==> config.mk <==
export PLATFORM = sky130hd
export DESIGN_NAME = ata_pio_timer
export DESIGN_NICKNAME = d
export VERILOG_FILES = /design/src/rtl/ata_pio_pkg.sv /design/src/rtl/ata_slot_select.sv /design/src/rtl/ata_phase_seq.sv /design/src/rtl/ata_strobe_drv.sv /design/src/rtl/ata_pio_timer.sv
export SDC_FILE = /design/constraint.sdc
export NUM_CORES = 1
export LEC_CHECK = 0
export BUFFER_PORTS_ARGS = -buffer_cell sky130_fd_sc_hd__buf_2
export CAP_MARGIN = 20
export CORE_MARGIN = 10
export CORE_UTILIZATION = 40
export DETAILED_ROUTE_END_ITERATION = 12
export PLACE_DENSITY = 0.77
export RECOVER_POWER = 50
export SYNTH_ARGS = -nofsm -noshare
export SYNTH_HDL_FRONTEND = slang
export SYNTH_HIERARCHICAL = 1
export SYNTH_SLANG_ARGS = --single-unit
==> constraint.sdc <==
create_clock -name clk -period 3.2 [get_ports clk]
set_input_delay 0.64 -clock clk [delete_from_list [all_inputs] [get_ports clk]]
set_output_delay 0.64 -clock clk [all_outputs]
set_load 0.05 [all_outputs]
==> src/rtl/ata_pio_pkg.sv <==
package ata_pio_pkg;

    localparam int NUM_SLOTS    = 4;
    localparam int SET_W        = 2;
    localparam int ACT_W        = 4;
    localparam int REC_W        = 4;
    localparam int SLOT_W       = ACT_W + REC_W;
    localparam int TIMING_W     = NUM_SLOTS * SLOT_W;
    localparam int SETUP_WORD_W = NUM_SLOTS * SET_W;
    localparam int DRV_W        = $clog2(NUM_SLOTS);
    localparam int NUM_CHAN     = NUM_SLOTS / 2;
    localparam int CTRL_W       = 16;

    localparam int PRI_PF_BIT = 15;
    localparam int PRI_PW_BIT = 14;
    localparam int SEC_PF_BIT = 13;
    localparam int SEC_PW_BIT = 12;

    function automatic int max_of(input int a, input int b);
        return (a > b) ? a : b;
    endfunction

    localparam int CNT_W = max_of(max_of(ACT_W, REC_W), SET_W);

    typedef enum logic [1:0] {
        PH_IDLE   = 2'd0,
        PH_SETUP  = 2'd1,
        PH_ACTIVE = 2'd2,
        PH_RECOV  = 2'd3
    } phase_e;

    typedef struct packed {
        logic [SET_W-1:0] setup;
        logic [ACT_W-1:0] act;
        logic [REC_W-1:0] rec;
    } slot_timing_t;

endpackage

==> src/rtl/ata_slot_select.sv <==
module ata_slot_select
    import ata_pio_pkg::*;
(
    input  logic [TIMING_W-1:0]     timing_word,
    input  logic [SETUP_WORD_W-1:0] setup_word,
    input  logic [DRV_W-1:0]        drive,
    output slot_timing_t            slot
);
    logic [ACT_W-1:0] act_a   [NUM_SLOTS];
    logic [REC_W-1:0] rec_a   [NUM_SLOTS];
    logic [SET_W-1:0] setup_a [NUM_SLOTS];

    // Slot 0 lives in the most significant position of each word.
    for (genvar i = 0; i < NUM_SLOTS; i++) begin : g_slot
        localparam int BYTE_LSB = (NUM_SLOTS - 1 - i) * SLOT_W;
        localparam int SET_LSB  = (NUM_SLOTS - 1 - i) * SET_W;
        assign act_a[i]   = timing_word[BYTE_LSB + REC_W +: ACT_W];
        assign rec_a[i]   = timing_word[BYTE_LSB +: REC_W];
        assign setup_a[i] = setup_word[SET_LSB +: SET_W];
    end

    always_comb begin
        slot.setup = setup_a[drive];
        slot.act   = act_a[drive];
        slot.rec   = rec_a[drive];
    end
endmodule

==> src/rtl/ata_phase_seq.sv <==
module ata_phase_seq
    import ata_pio_pkg::*;
(
    input  logic             clk,
    input  logic             rst,
    input  logic             req_valid,
    input  logic [DRV_W-1:0] req_drive,
    input  logic             req_write,
    input  slot_timing_t     slot_in,
    input  logic             iordy,
    input  logic             iordy_en,
    output phase_e           phase,
    output logic [DRV_W-1:0] cur_drive,
    output logic             cur_write,
    output logic             req_ack,
    output logic             done
);
    phase_e           state;
    logic [CNT_W-1:0] cnt;
    slot_timing_t     lat;
    logic             stall;

    assign stall = iordy_en && !iordy;
    assign phase = state;

    always_ff @(posedge clk) begin
        if (rst) begin
            state     <= PH_IDLE;
            cnt       <= '0;
            lat       <= '0;
            cur_drive <= '0;
            cur_write <= 1'b0;
            req_ack   <= 1'b0;
            done      <= 1'b0;
        end else begin
            req_ack <= 1'b0;
            done    <= 1'b0;
            unique case (state)
                PH_IDLE: begin
                    if (req_valid) begin
                        lat       <= slot_in;
                        cur_drive <= req_drive;
                        cur_write <= req_write;
                        cnt       <= CNT_W'(slot_in.setup);
                        state     <= PH_SETUP;
                        req_ack   <= 1'b1;
                    end
                end
                PH_SETUP: begin
                    if (cnt == '0) begin
                        cnt   <= CNT_W'(lat.act);
                        state <= PH_ACTIVE;
                    end else begin
                        cnt <= cnt - 1'b1;
                    end
                end
                PH_ACTIVE: begin
                    if (cnt == '0) begin
                        if (!stall) begin
                            cnt   <= CNT_W'(lat.rec);
                            state <= PH_RECOV;
                        end
                    end else begin
                        cnt <= cnt - 1'b1;
                    end
                end
                PH_RECOV: begin
                    if (cnt == '0) begin
                        state <= PH_IDLE;
                        done  <= 1'b1;
                    end else begin
                        cnt <= cnt - 1'b1;
                    end
                end
                default: state <= PH_IDLE;
            endcase
        end
    end

    AST_ACK_IN_SETUP: assert property (@(posedge clk) disable iff (rst)
        req_ack |-> (state == PH_SETUP && $past(state) == PH_IDLE));
    AST_DONE_AFTER_RECOV: assert property (@(posedge clk) disable iff (rst)
        done |-> (state == PH_IDLE && $past(state) == PH_RECOV));
    AST_IORDY_HOLD: assert property (@(posedge clk) disable iff (rst)
        (state == PH_ACTIVE && cnt == '0 && iordy_en && !iordy) |=> (state == PH_ACTIVE));
    AST_TIMING_FROZEN: assert property (@(posedge clk) disable iff (rst)
        (state != PH_IDLE && $past(state) != PH_IDLE) |-> ($stable(lat) && $stable(cur_drive)));
    AST_NO_REACCEPT: assert property (@(posedge clk) disable iff (rst)
        ($past(state) != PH_IDLE) |-> !req_ack);
endmodule

==> src/rtl/ata_strobe_drv.sv <==
module ata_strobe_drv
    import ata_pio_pkg::*;
(
    input  logic                clk,
    input  logic                rst,
    input  phase_e              phase,
    input  logic [DRV_W-1:0]    cur_drive,
    input  logic                cur_write,
    output logic                rd_n,
    output logic                wr_n,
    output logic [NUM_CHAN-1:0] chsel_n,
    output logic                dev_sel
);
    logic busy;
    logic active;

    assign busy    = (phase != PH_IDLE);
    assign active  = (phase == PH_ACTIVE);
    assign rd_n    = !(active && !cur_write);
    assign wr_n    = !(active && cur_write);
    assign dev_sel = cur_drive[0];

    for (genvar c = 0; c < NUM_CHAN; c++) begin : g_chan
        assign chsel_n[c] = !(busy && (int'(cur_drive >> 1) == c));
    end

    AST_STROBE_EXCL: assert property (@(posedge clk) disable iff (rst)
        (rd_n || wr_n));
    AST_ONE_CHANNEL: assert property (@(posedge clk) disable iff (rst)
        $onehot0(~chsel_n));
    AST_STROBE_INSIDE: assert property (@(posedge clk) disable iff (rst)
        (!rd_n || !wr_n) |-> (chsel_n != '1));
endmodule

==> src/rtl/ata_pio_timer.sv <==
module ata_pio_timer
    import ata_pio_pkg::*;
(
    input  logic                    clk,
    input  logic                    rst,
    input  logic                    req_valid,
    input  logic [DRV_W-1:0]        req_drive,
    input  logic                    req_write,
    output logic                    req_ack,
    output logic                    done,
    input  logic [TIMING_W-1:0]     timing_word,
    input  logic [SETUP_WORD_W-1:0] setup_word,
    input  logic [CTRL_W-1:0]       ctrl_word,
    input  logic                    iordy,
    input  logic                    iordy_en,
    output logic                    rd_n,
    output logic                    wr_n,
    output logic [NUM_CHAN-1:0]     chsel_n,
    output logic                    dev_sel,
    output logic                    pri_prefetch_en,
    output logic                    pri_postwr_en,
    output logic                    sec_prefetch_en,
    output logic                    sec_postwr_en
);
    slot_timing_t     slot_sel;
    phase_e           phase;
    logic [DRV_W-1:0] cur_drive;
    logic             cur_write;

    ata_slot_select u_sel (
        .timing_word (timing_word),
        .setup_word  (setup_word),
        .drive       (req_drive),
        .slot        (slot_sel)
    );

    ata_phase_seq u_seq (
        .clk       (clk),
        .rst       (rst),
        .req_valid (req_valid),
        .req_drive (req_drive),
        .req_write (req_write),
        .slot_in   (slot_sel),
        .iordy     (iordy),
        .iordy_en  (iordy_en),
        .phase     (phase),
        .cur_drive (cur_drive),
        .cur_write (cur_write),
        .req_ack   (req_ack),
        .done      (done)
    );

    ata_strobe_drv u_drv (
        .clk       (clk),
        .rst       (rst),
        .phase     (phase),
        .cur_drive (cur_drive),
        .cur_write (cur_write),
        .rd_n      (rd_n),
        .wr_n      (wr_n),
        .chsel_n   (chsel_n),
        .dev_sel   (dev_sel)
    );

    assign pri_prefetch_en = ctrl_word[PRI_PF_BIT];
    assign pri_postwr_en   = ctrl_word[PRI_PW_BIT];
    assign sec_prefetch_en = ctrl_word[SEC_PF_BIT];
    assign sec_postwr_en   = ctrl_word[SEC_PW_BIT];

    AST_IDLE_AFTER_RESET: assert property (@(posedge clk)
        $past(rst) |-> (rd_n && wr_n && chsel_n == '1 && !done && !req_ack));
endmodule

==> results list <==
- The analysis attributes to cell leakage a power of 0.000659 µW.
- Kind of path behind the tightest hold check: reg -> reg
- For this run, the slowest stage of the critical path takes 450 ps.
- After detailed routing, the number of remaining DRC violations is 0.
- Wirelength, routed: 3230 µm
* Cell area after synthesis: 1280 µm²
* Setup_tns: 0 ps
* Internal power consumption: 541 µW
- The run finished with clean final reports.
- Initial drt markers: 89
- A synthesized cell averages 9.53 µm².
- Number of I/O pins: 75
* Period minus WS final: 1980 ps
- The worst setup path is launched from a flip-flop.
- The commonest cells after synthesis are 24 x sky130_fd_sc_hd__nand2_1, 19 x sky130_fd_sc_hd__dfxtp_1, 13 x sky130_fd_sc_hd__a21oi_1.
- Setup violations remaining at the end of the flow were counted as 0.
- Setup repair after global routing missed its margin: no
- In the post-synthesis netlist, the biggest area contributors are sky130_fd_sc_hd__dfxtp_1 30%, sky130_fd_sc_hd__mux4_2 18%, sky130_fd_sc_hd__nand2_1 7.1%.
- Global routing used 11.0% of the available tracks.
- In this run, synthesis inferred 0 flip-flops with an integrated enable.
- Combinational logic is responsible for 53.0% of the overall power.
- The worst pin sits at a relative slew slack of 59.6%.
* Peak ir drop on the vdd network: 0.268 mV
* Number of H-tree levels: 1
- Relative contribution of the clock network to total power: 13.1%
- The initial utilization of the core area, before any placement, comes to 41.8%.
- Die outline area: 5850 µm²
- Timing would allow up to 506 MHz.
- Hold repair after CTS inserted 0 buffers.
- Fraction of the cycle the final worst path needs: 61.8%
- First-pass detailed-route iteration total: 4
* Average wire length per cell after detail routing: 14.4 µm
- Largest area contributor in the netlist: sky130_fd_sc_hd__dfxtp_1
* Post-CTS setup buffer count: 0
* Number of instances in the synthesized netlist: 134
* Non-filler instance count after layout: 224
* Most used standard cell by instance count after synthesis: sky130_fd_sc_hd__nand2_1
- Walking the worst path, the cells encountered are or3b_1, buf_2.
- The worst setup path is captured at an output pin.
- Required time at the endpoint of the critical path: 2560 ps
- Cell with the biggest individual delay on the critical path: sky130_fd_sc_hd__dfxtp_1
- The net count of the finished layout is 252.
- Of the total power, registers draw 34.0%.
- CTS saw 19 sinks.
- Cells resized by post-CTS repair: 0
- Arrival time reported for the critical path endpoint: 1340 ps
- Clock tree root driver cell: sky130_fd_sc_hd__clkbuf_4
- DIE WIDTH: 76.5 µm
- Clock insertion delay at the later pin of the skew report: 300 ps
* Wire length of the first global-routing pass: 5530 µm
- Mean number of vias per cell: 5.36
* Diode insertion count for antenna repair: 0
- Flip-flop and latch count after synthesis: 19
* Worst setup skew after layout: 2.15 ps
* CTS Buffer Depth: 2
- For the pin with the worst max-slew slack, the measured transition is 608 ps.
- Total via count in the routed design: 1,200
- Of all nets on the critical path, the largest fanout is 8.
- Critical Setup Path Class: reg -> out
- Count of different cell masters after synthesis: 36
- During synthesis, Yosys emitted a total of 6 warnings.
- In this run the power spent charging and discharging nets is 429 µW.
- Summing the sequential cell areas from Yosys gives 29.8% of the chip area.
* Final weighted congestion in routability-driven placement: 0.766
- Top_reg_cell synth: sky130_fd_sc_hd__dfxtp_1
- Global routing finished with a remaining overflow of 0.
* Asr flop ratio synth: 0%
- Detailed-placement wirelength estimate: 2680 µm
- Antenna Nets Post-Route: 0
* Area growth from synthesis to layout: 21.4%
- Area share of the largest cell type after synthesis: 29.8%
- Entering global routing, the biggest net connects 20 pins.
- Worst-path clk slew: 110 ps
* Max-cap check violation count: 0
* Via count of the first global-routing pass: 1,312
- TritonCTS built the clock tree.
- Number of cell rows: 20
- When the netlist entered floorplanning its net count stood at 205.
* Core Footprint: 3050 µm²
- The number of endpoints with negative hold slack in the final report was 0.
- Fraction of final layout cells sized beyond drive strength 1: 39.4%
- Y dimension of the die: 76.5 µm
- Number of pins exceeding their max-slew limit in the final report: 0
- Port buffering added 54 buffers.
- Placed Cells: 220
- Clock buffers created by TritonCTS: 3
* Cell area power density: 626 nW/µm²
* Post-layout utilization of the core: 50.8%
- Switching share of power: 44.2%
- Initial antenna violation count: 0
[worst max-delay path: cells and delay by family, from the launching register on]
kind                   cells  cell delay (ps)
buffers and inverters      1              220
flip-flops                 1              450
AND/OR/NAND/NOR            1              360
[power groups by stage]
stage               combinational [µW]  clock (µW)  sequential, µW
floorplan                          415           0             338
global placement                   500           0             334
detailed placement                 508           0             336
CTS                                512         133             330
global route                       576         142             338
finish                             514         127             330
[cell families (layout without fill, tap and decap cells)]
| group | after synthesis | in the layout | synth area share, % |
|---|---|---|---|
| mux | 11 | 11 | 18.4 |
| fa+ha+maj | 7 | 7 | 6.86 |
| compound gates | 32 | 32 | 17.3 |
| simple gates | 44 | 44 | 17.9 |
| xor+xnor | 2 | 2 | 1.37 |
| buf+inv | 19 | 65 | 8.33 |
| flops | 19 | 19 | 29.8 |
[registers in the layout (all words and copies together) (netlist names)]
| signal | count |
|---|---|
| u_seq/cnt | 4 |
| u_seq/cur_drive | 2 |
| u_seq/cur_write | 1 |
| u_seq/done | 1 |
| u_seq/lat | 8 |
| u_seq/phase | 2 |
| u_seq/req_ack | 1 |
[cells in the final DEF, fill, tap and decap left out, types with 2 or more instances in the layout]
cell	n
sky130_fd_sc_hd__clkbuf_4	3
sky130_fd_sc_hd__nor3_1	3
sky130_fd_sc_hd__o21bai_1	3
sky130_fd_sc_hd__a22oi_1	4
sky130_fd_sc_hd__o41ai_1	2
sky130_fd_sc_hd__or3b_1	2
sky130_fd_sc_hd__xnor2_1	2
sky130_fd_sc_hd__buf_2	52
sky130_fd_sc_hd__a21oi_1	13
sky130_fd_sc_hd__o221ai_1	2
sky130_fd_sc_hd__nor2_1	5
sky130_fd_sc_hd__inv_1	7
sky130_fd_sc_hd__o32ai_1	2
sky130_fd_sc_hd__nand2_1	24
sky130_fd_sc_hd__ha_1	7
sky130_fd_sc_hd__mux4_2	10
sky130_fd_sc_hd__clkbuf_1	2
sky130_fd_sc_hd__dfxtp_1	19
[stage by stage]
| stage | instance area, µm² | worst slack [ps] | total power, µW | hold WS (ps) |
|---|---|---|---|---|
| floorplan | 1280 | 1100 | 753 | 436 |
| global placement | 1520 | 1270 | 834 | 443 |
| detailed placement | 1520 | 1250 | 844 | 447 |
| CTS | 1550 | 1200 | 975 | 464 |
| global route | 1550 | 1130 | 1060 | 493 |
| finish | 1550 | 1220 | 970 | 466 |
[per-layer routing]
metal  global-route usage, %  part of all wire [%]  vias to the layer above
li1                        -                     -                      583
met1                    10.7                    39                      557
met2                    19.4                    50                       56
met3                    5.90                    10                        4
met4                    3.53                   1.1                        0
met5                       0                     0                        -
[cell type report]
class,count,area [µm²]
clock buffer,3,22.5
clock inverter,1,7.51
fill,318,1500
inverter,7,26.3
multi-input combinational,96,791
sequential,19,380
tap,44,55.1
timing repair buffer,54,268
[path summary, 6_finish.rpt]
path,from,endpoint,slack [ps],cells past startpoint
worst max register to register,u_seq/phase[0],u_seq/phase[0],1320,5
worst min-delay path,u_seq/lat[1],u_seq/lat[1],470,2
worst max-delay path,u_seq/phase[1],rd_n,1220,2
worst min register to register,u_seq/lat[1],u_seq/lat[1],470,2
No activity file was read; power rests on OpenSTA's default activity.
